**config.mk**
```make
export PLATFORM = sky130hd
export DESIGN_NAME = ptw_walker
export DESIGN_NICKNAME = d
export VERILOG_FILES = /design/src/rtl/ptw_walker.sv
export SDC_FILE = /design/constraint.sdc
export NUM_CORES = 1
export LEC_CHECK = 0
export CORE_ASPECT_RATIO = 1.1
export CORE_MARGIN = 5
export CORE_UTILIZATION = 50
export DETAILED_ROUTE_END_ITERATION = 7
export GPL_TIMING_DRIVEN = 0
export HOLD_SLACK_MARGIN = 0.06
export PLACE_DENSITY = 0.82
export SYNTH_ARGS = -nofsm -noshare
export SYNTH_HDL_FRONTEND = slang
export SYNTH_SLANG_ARGS = --single-unit
```
**constraint.sdc**
```tcl
create_clock -name clk -period 8.31 [get_ports clk]
set_input_delay 1.662 -clock clk [delete_from_list [all_inputs] [get_ports clk]]
set_output_delay 1.662 -clock clk [all_outputs]
set_load 0.005 [all_outputs]
```
**src/rtl/ptw_walker.sv**
```systemverilog
module ptw_walker #(
  parameter int PAW      = 36,
  parameter int CTXW     = 8,
  parameter int ACC_BIT  = 5,
  parameter int MOD_BIT  = 6,
  parameter int ADDR_LSB = 8
) (
  input  logic            clk,
  input  logic            rst_n,
  input  logic            start,
  input  logic [31:0]     va,
  input  logic            is_write,
  input  logic [31:0]     root_ptr,
  input  logic [CTXW-1:0] ctx_num,
  input  logic            perm_ok,
  output logic            mem_req,
  output logic            mem_we,
  output logic [PAW-1:0]  mem_addr,
  output logic [31:0]     mem_wdata,
  input  logic            mem_ack,
  input  logic            mem_err,
  input  logic [31:0]     mem_rdata,
  output logic            busy,
  output logic            done,
  output logic [PAW-1:0]  pa,
  output logic [1:0]      leaf_lvl,
  output logic [2:0]      leaf_perm,
  output logic [9:0]      fault
);

  localparam int PA_SH = ADDR_LSB + 4;

  typedef enum logic [1:0] {S_IDLE, S_RD, S_CHK, S_WB} st_t;

  st_t         st;
  logic [1:0]  lvl;
  logic [31:0] va_q;
  logic        wr_q;
  logic [31:0] desc_q;

  logic [7:0]     idx;
  logic [PAW-1:0] next_addr;
  logic [11:0]    off;
  logic [PAW-1:0] pa_calc;
  logic [2:0]     f_type;
  logic           descend, is_leaf, need_wb;

  always_comb begin
    case (lvl)
      2'd0:    idx = va_q[31:24];
      2'd1:    idx = {2'b00, va_q[23:18]};
      default: idx = {2'b00, va_q[17:12]};
    endcase
  end

  assign next_addr = (PAW'({mem_rdata[31:2], 2'b00}) << 4) + (PAW'(idx) << 2);

  always_comb begin
    case (lvl)
      2'd1:    off = va_q[23:12];
      2'd2:    off = {6'b0, va_q[17:12]};
      default: off = 12'd0;
    endcase
  end

  assign pa_calc   = (PAW'(desc_q[31:ADDR_LSB]) << PA_SH) + (PAW'(off) << 12);
  assign leaf_perm = desc_q[4:2];
  assign need_wb   = !desc_q[ACC_BIT] || (wr_q && !desc_q[MOD_BIT]);

  always_comb begin
    f_type  = 3'd0;
    descend = 1'b0;
    is_leaf = 1'b0;
    if (mem_err) f_type = 3'd4;
    else begin
      case (mem_rdata[1:0])
        2'd0: f_type = 3'd1;
        2'd1: if (lvl == 2'd3) f_type = 3'd4; else descend = 1'b1;
        2'd2: if (lvl == 2'd0) f_type = 3'd4; else is_leaf = 1'b1;
        default: f_type = 3'd4;
      endcase
    end
  end

  always_ff @(posedge clk or negedge rst_n) begin
    if (!rst_n) begin
      st        <= S_IDLE;
      lvl       <= 2'd0;
      va_q      <= '0;
      wr_q      <= 1'b0;
      desc_q    <= '0;
      mem_req   <= 1'b0;
      mem_we    <= 1'b0;
      mem_addr  <= '0;
      mem_wdata <= '0;
      busy      <= 1'b0;
      done      <= 1'b0;
      pa        <= '0;
      leaf_lvl  <= 2'd0;
      fault     <= '0;
    end else begin
      done <= 1'b0;
      case (st)
        S_IDLE: if (start) begin
          busy     <= 1'b1;
          va_q     <= va;
          wr_q     <= is_write;
          lvl      <= 2'd0;
          mem_addr <= (PAW'(root_ptr) << 4) + (PAW'(ctx_num) << 2);
          mem_req  <= 1'b1;
          mem_we   <= 1'b0;
          st       <= S_RD;
        end
        S_RD: if (mem_ack) begin
          mem_req <= 1'b0;
          if (descend) begin
            lvl      <= lvl + 2'd1;
            mem_addr <= next_addr;
            mem_req  <= 1'b1;
          end else if (is_leaf) begin
            desc_q <= mem_rdata;
            st     <= S_CHK;
          end else begin
            fault <= {lvl, 3'b000, f_type, 2'b00};
            done  <= 1'b1;
            busy  <= 1'b0;
            st    <= S_IDLE;
          end
        end
        S_CHK: begin
          pa       <= pa_calc;
          leaf_lvl <= lvl;
          fault    <= '0;
          if (perm_ok && need_wb) begin
            mem_wdata <= desc_q | (32'd1 << ACC_BIT) | (wr_q ? (32'd1 << MOD_BIT) : 32'd0);
            mem_we    <= 1'b1;
            mem_req   <= 1'b1;
            st        <= S_WB;
          end else begin
            done <= 1'b1;
            busy <= 1'b0;
            st   <= S_IDLE;
          end
        end
        S_WB: if (mem_ack) begin
          mem_req <= 1'b0;
          mem_we  <= 1'b0;
          done    <= 1'b1;
          busy    <= 1'b0;
          st      <= S_IDLE;
        end
        default: st <= S_IDLE;
      endcase
    end
  end

  p_req_hold_r9: assert property (@(posedge clk) disable iff (!rst_n)
    mem_req && !mem_ack |=> mem_req && $stable(mem_addr) && $stable(mem_we));

  p_wb_same_addr_r7: assert property (@(posedge clk) disable iff (!rst_n)
    $rose(mem_we) |-> $stable(mem_addr));

  p_wb_flags_r7: assert property (@(posedge clk) disable iff (!rst_n)
    mem_req && mem_we |-> mem_wdata[ACC_BIT] && (mem_wdata[MOD_BIT] || !wr_q));

  p_done_idle_r10: assert property (@(posedge clk) disable iff (!rst_n)
    done |-> !busy && !mem_req);

  p_start_busy_r10: assert property (@(posedge clk) disable iff (!rst_n)
    start && !busy |=> busy);

  p_fault_fmt_r4: assert property (@(posedge clk) disable iff (!rst_n)
    done && (fault != 10'd0) |-> (fault[1:0] == 2'd0) && (fault[7:5] == 3'd0)
                                 && (fault[4:2] == 3'd1 || fault[4:2] == 3'd4));

endmodule

```
==> results.ini <==
[global_route]
grtUsageTotal = 0.259
antenna_found_initial = 1
first_global_vias = 7481
overflow = 0
grt_max_degree = 102
grt_pass1_wl_um = 40100

[min_path]
hold_depth = 2
worstHoldEndpoint = va_q[30]$_DFFE_PN0P_
hold_path.class = flip-flop to flip-flop
min_from = va_q[30]$_DFFE_PN0P_

[clock_tree]
root_buffer = clkbuf_16
max-clock-path-buffers = 2
numCtsBuffers = 17
holdBufCountCts = 0
h-tree-depth = 4
cts_setup_buffers = 0
clk_pin_slew_worst_paths_ns = 0.07
clkSinkCount = 157
cts_tree = built
ctsResizeCount = 0
clk_latency_ns = 0.44

[cells_and_area]
final_common_cell = clkdlybuf4s50_1
layout_common_cells = clkdlybuf4s50_1, nand2_1, dfrtp_1
syn2layout_area_growth_pct = 34.7
layout-drive-gt1-share = 0.127
final-instance-count-excl-fill = 1372
utilization = 0.686
finalNetCount = 1264

[critical_path]
cp_num_buf_inv = 3
critPathMaxStageDelay_ns = 0.46
cp.arrival_ns = 4.29
cpMaxStageDelayCell = clkdlybuf4s50_1
worstPathMaxFanout = 6
regToRegEndpoint = mem_addr[22]$_DFFE_PN0P_
reg2reg_from = lvl[0]$_DFFE_PN0P_
crit_family = buffers and inverters
worstPathCellList = clkdlybuf4s50_1 -> ha_1 -> inv_1 -> fa_1 -> nand2b_1 -> a21oi_1 -> or2_2 -> clkbuf_1 -> nand4_1 -> xnor2_1 -> o221ai_1
crit_path_start_kind = input pin
crit_required_ns = 8.60
reg2reg_slack_ns = 4.53
critPathLaunch = root_ptr[0]
rr_worst_depth = 14
critPathKind = input pin to flip-flop
endpoint_kind = flip-flop

[synth]
syn_inst = 884
synth_cell_types = 72
ys_warn_count = 0
ys.flop_type = dfrtp_1
synth_edf_count = 0
synth_area_leaders = dfrtp_1, mux2_2, nand2_1
syn_area_sq_mm = 0.00866
synth_area_leader_cell = dfrtp_1
ys_ff_latch = 157
synth.top_cell.area_share = 0.454
yosysSeqAreaShare = 0.454
syn_avg_cell_area_sq_um = 9.80
async_flop_share = 1.00

[routing]
drtIter0Drc = 470
drt_wl_total_um = 26000
viasPerCell = 5.50
post-route-drc-count = 0
drtAntennaViolNets = 0
dr.pass1.iters = 5
route.detailed.wl_per_inst_um = 18.9
vias = 7547

[status]
status = completed

[pwr]
p_per_area_mw_per_mm2 = 262
p_leak_uw = 0.00518
worst_ir_drop_vdd_mv = 0.156

[sta]
setup_viol = 0
layout_worst_path_cycle_share = 0.481
maxSlewViolCount = 0
hold_slack_ns = 0.472
maxSlewHeadroom = 0.494
fin_crit_ns = 4.00
fmax_mhz = 250
rsz0062_at_grt = false
finalHoldViolCount = 0
tightest_slew_ns = 0.758
fin_skew_ns = 0.0105

[run]
max_cap_viol_count = 0

[floorplan]
die_h_um = 148
ioPinCount = 234
rows = 50
die-area_sq_mm = 0.0201
start_util = 0.509
core_region_area_sq_mm = 0.0170
die_width_um = 135

[placement]
portBuffers = 201
dpl.hpwl_um = 20400
gp_congestion = 0.918
dp_cells = 1339

## area by class of cell
type                       instances  area, sq um
fill                            1376         5350
multi-input combinational        666         4400
sequential                       157         3930
timing repair buffer             202         2040
clock buffer                      17          425
buffer                            53          304
tap                              234          293
clock inverter                    15          176
inverter                          27          101
antenna                            1         2.50
## report_power, final
part / switching (uW) / total, uW / internal (uW)
Combinational: 531 / 1080 / 547
Sequential: 186 / 1180 / 992
Clock: 344 / 797 / 453
Total: 1060 / 3050 / 1990
## worst max path at each step
stage	to	depth (start not counted)
2_1_floorplan	mem_addr[30]$_DFFE_PN0P_	9
3_3_place_gp	va_q[13]$_DFFE_PN0P_	1
3_5_place_dp	mem_addr[10]$_DFFE_PN0P_	11
4_1_cts	mem_addr[10]$_DFFE_PN0P_	11
5_1_grt	mem_addr[12]$_DFFE_PN0P_	11
6_report	mem_addr[16]$_DFFE_PN0P_	11
## state kept, by name, summed over array words and instances, names as in the netlist
signal,flops
mem_we,1
lvl,2
desc_q,32
fault,4
done,1
pa,24
wr_q,1
va_q,20
busy,1
st,2
mem_req,1
leaf_lvl,2
mem_wdata,32
mem_addr,34
## synth_stat cells (all sizes together), types with 5 or more instances
cell / count
a211oi: 5
a21o: 7
a21oi: 31
a221oi: 6
and2: 18
and3: 6
and4: 6
buf: 34
clkbuf: 19
dfrtp: 157
ha: 26
inv: 26
mux2: 57
mux2i: 5
nand2: 158
nand3: 22
nand4: 18
nor2: 50
nor2b: 6
nor3: 14
nor4: 5
o211ai: 12
o21ai: 54
o221ai: 19
xnor2: 42
xor2: 30
## worst register-to-register path, cell delays in order, from the launching register on
cell and delay (ns):
dfrtp_1 0.49, inv_1 0.17, ha_1 0.24, clkbuf_1 0.22, nor2_1 0.36, a221o_1 0.25, ha_1 0.20, inv_1 0.06
fa_1 0.37, nor2b_1 0.20, o21a_1 0.24, nor2_1 0.15, nor4_1 0.35, xnor2_1 0.21, o21ai_0 0.11
## metrics by stage
step	setup TNS, ns	setup WS, ns	total power, uW	cell area, sq um
3_3_place_gp	-96.99	-0.633	2240	11000
4_1_cts	0	4.31	3070	11700
3_5_place_dp	0	3.87	2270	11100
2_1_floorplan	0	4.77	1690	8730
6_report	0	4.31	3050	11700
5_1_grt	0	4.17	3230	11700
## metal layers
metal  up-vias  routed length [um]  GRT usage
met4         0                 985      0.105
met3        63                1690     0.0582
li1       3553                   -          -
met1      3637               10400      0.330
met5         -                   0          0
met2       294               12900      0.428
## kinds of logic (layout without fill, tap and decap cells)
family / Yosys count / in the layout / share of synthesized area
simple gates: 320 / 320 / 0.177
compound gates: 163 / 163 / 0.125
flops: 157 / 157 / 0.454
buf+inv: 80 / 314 / 0.0468
xor+xnor: 72 / 72 / 0.0728
mux: 62 / 62 / 0.0799
fa+ha+maj: 29 / 29 / 0.0445
other cells: 1 / 21 / 0.000433
No activity file was read; power rests on OpenSTA's default activity.
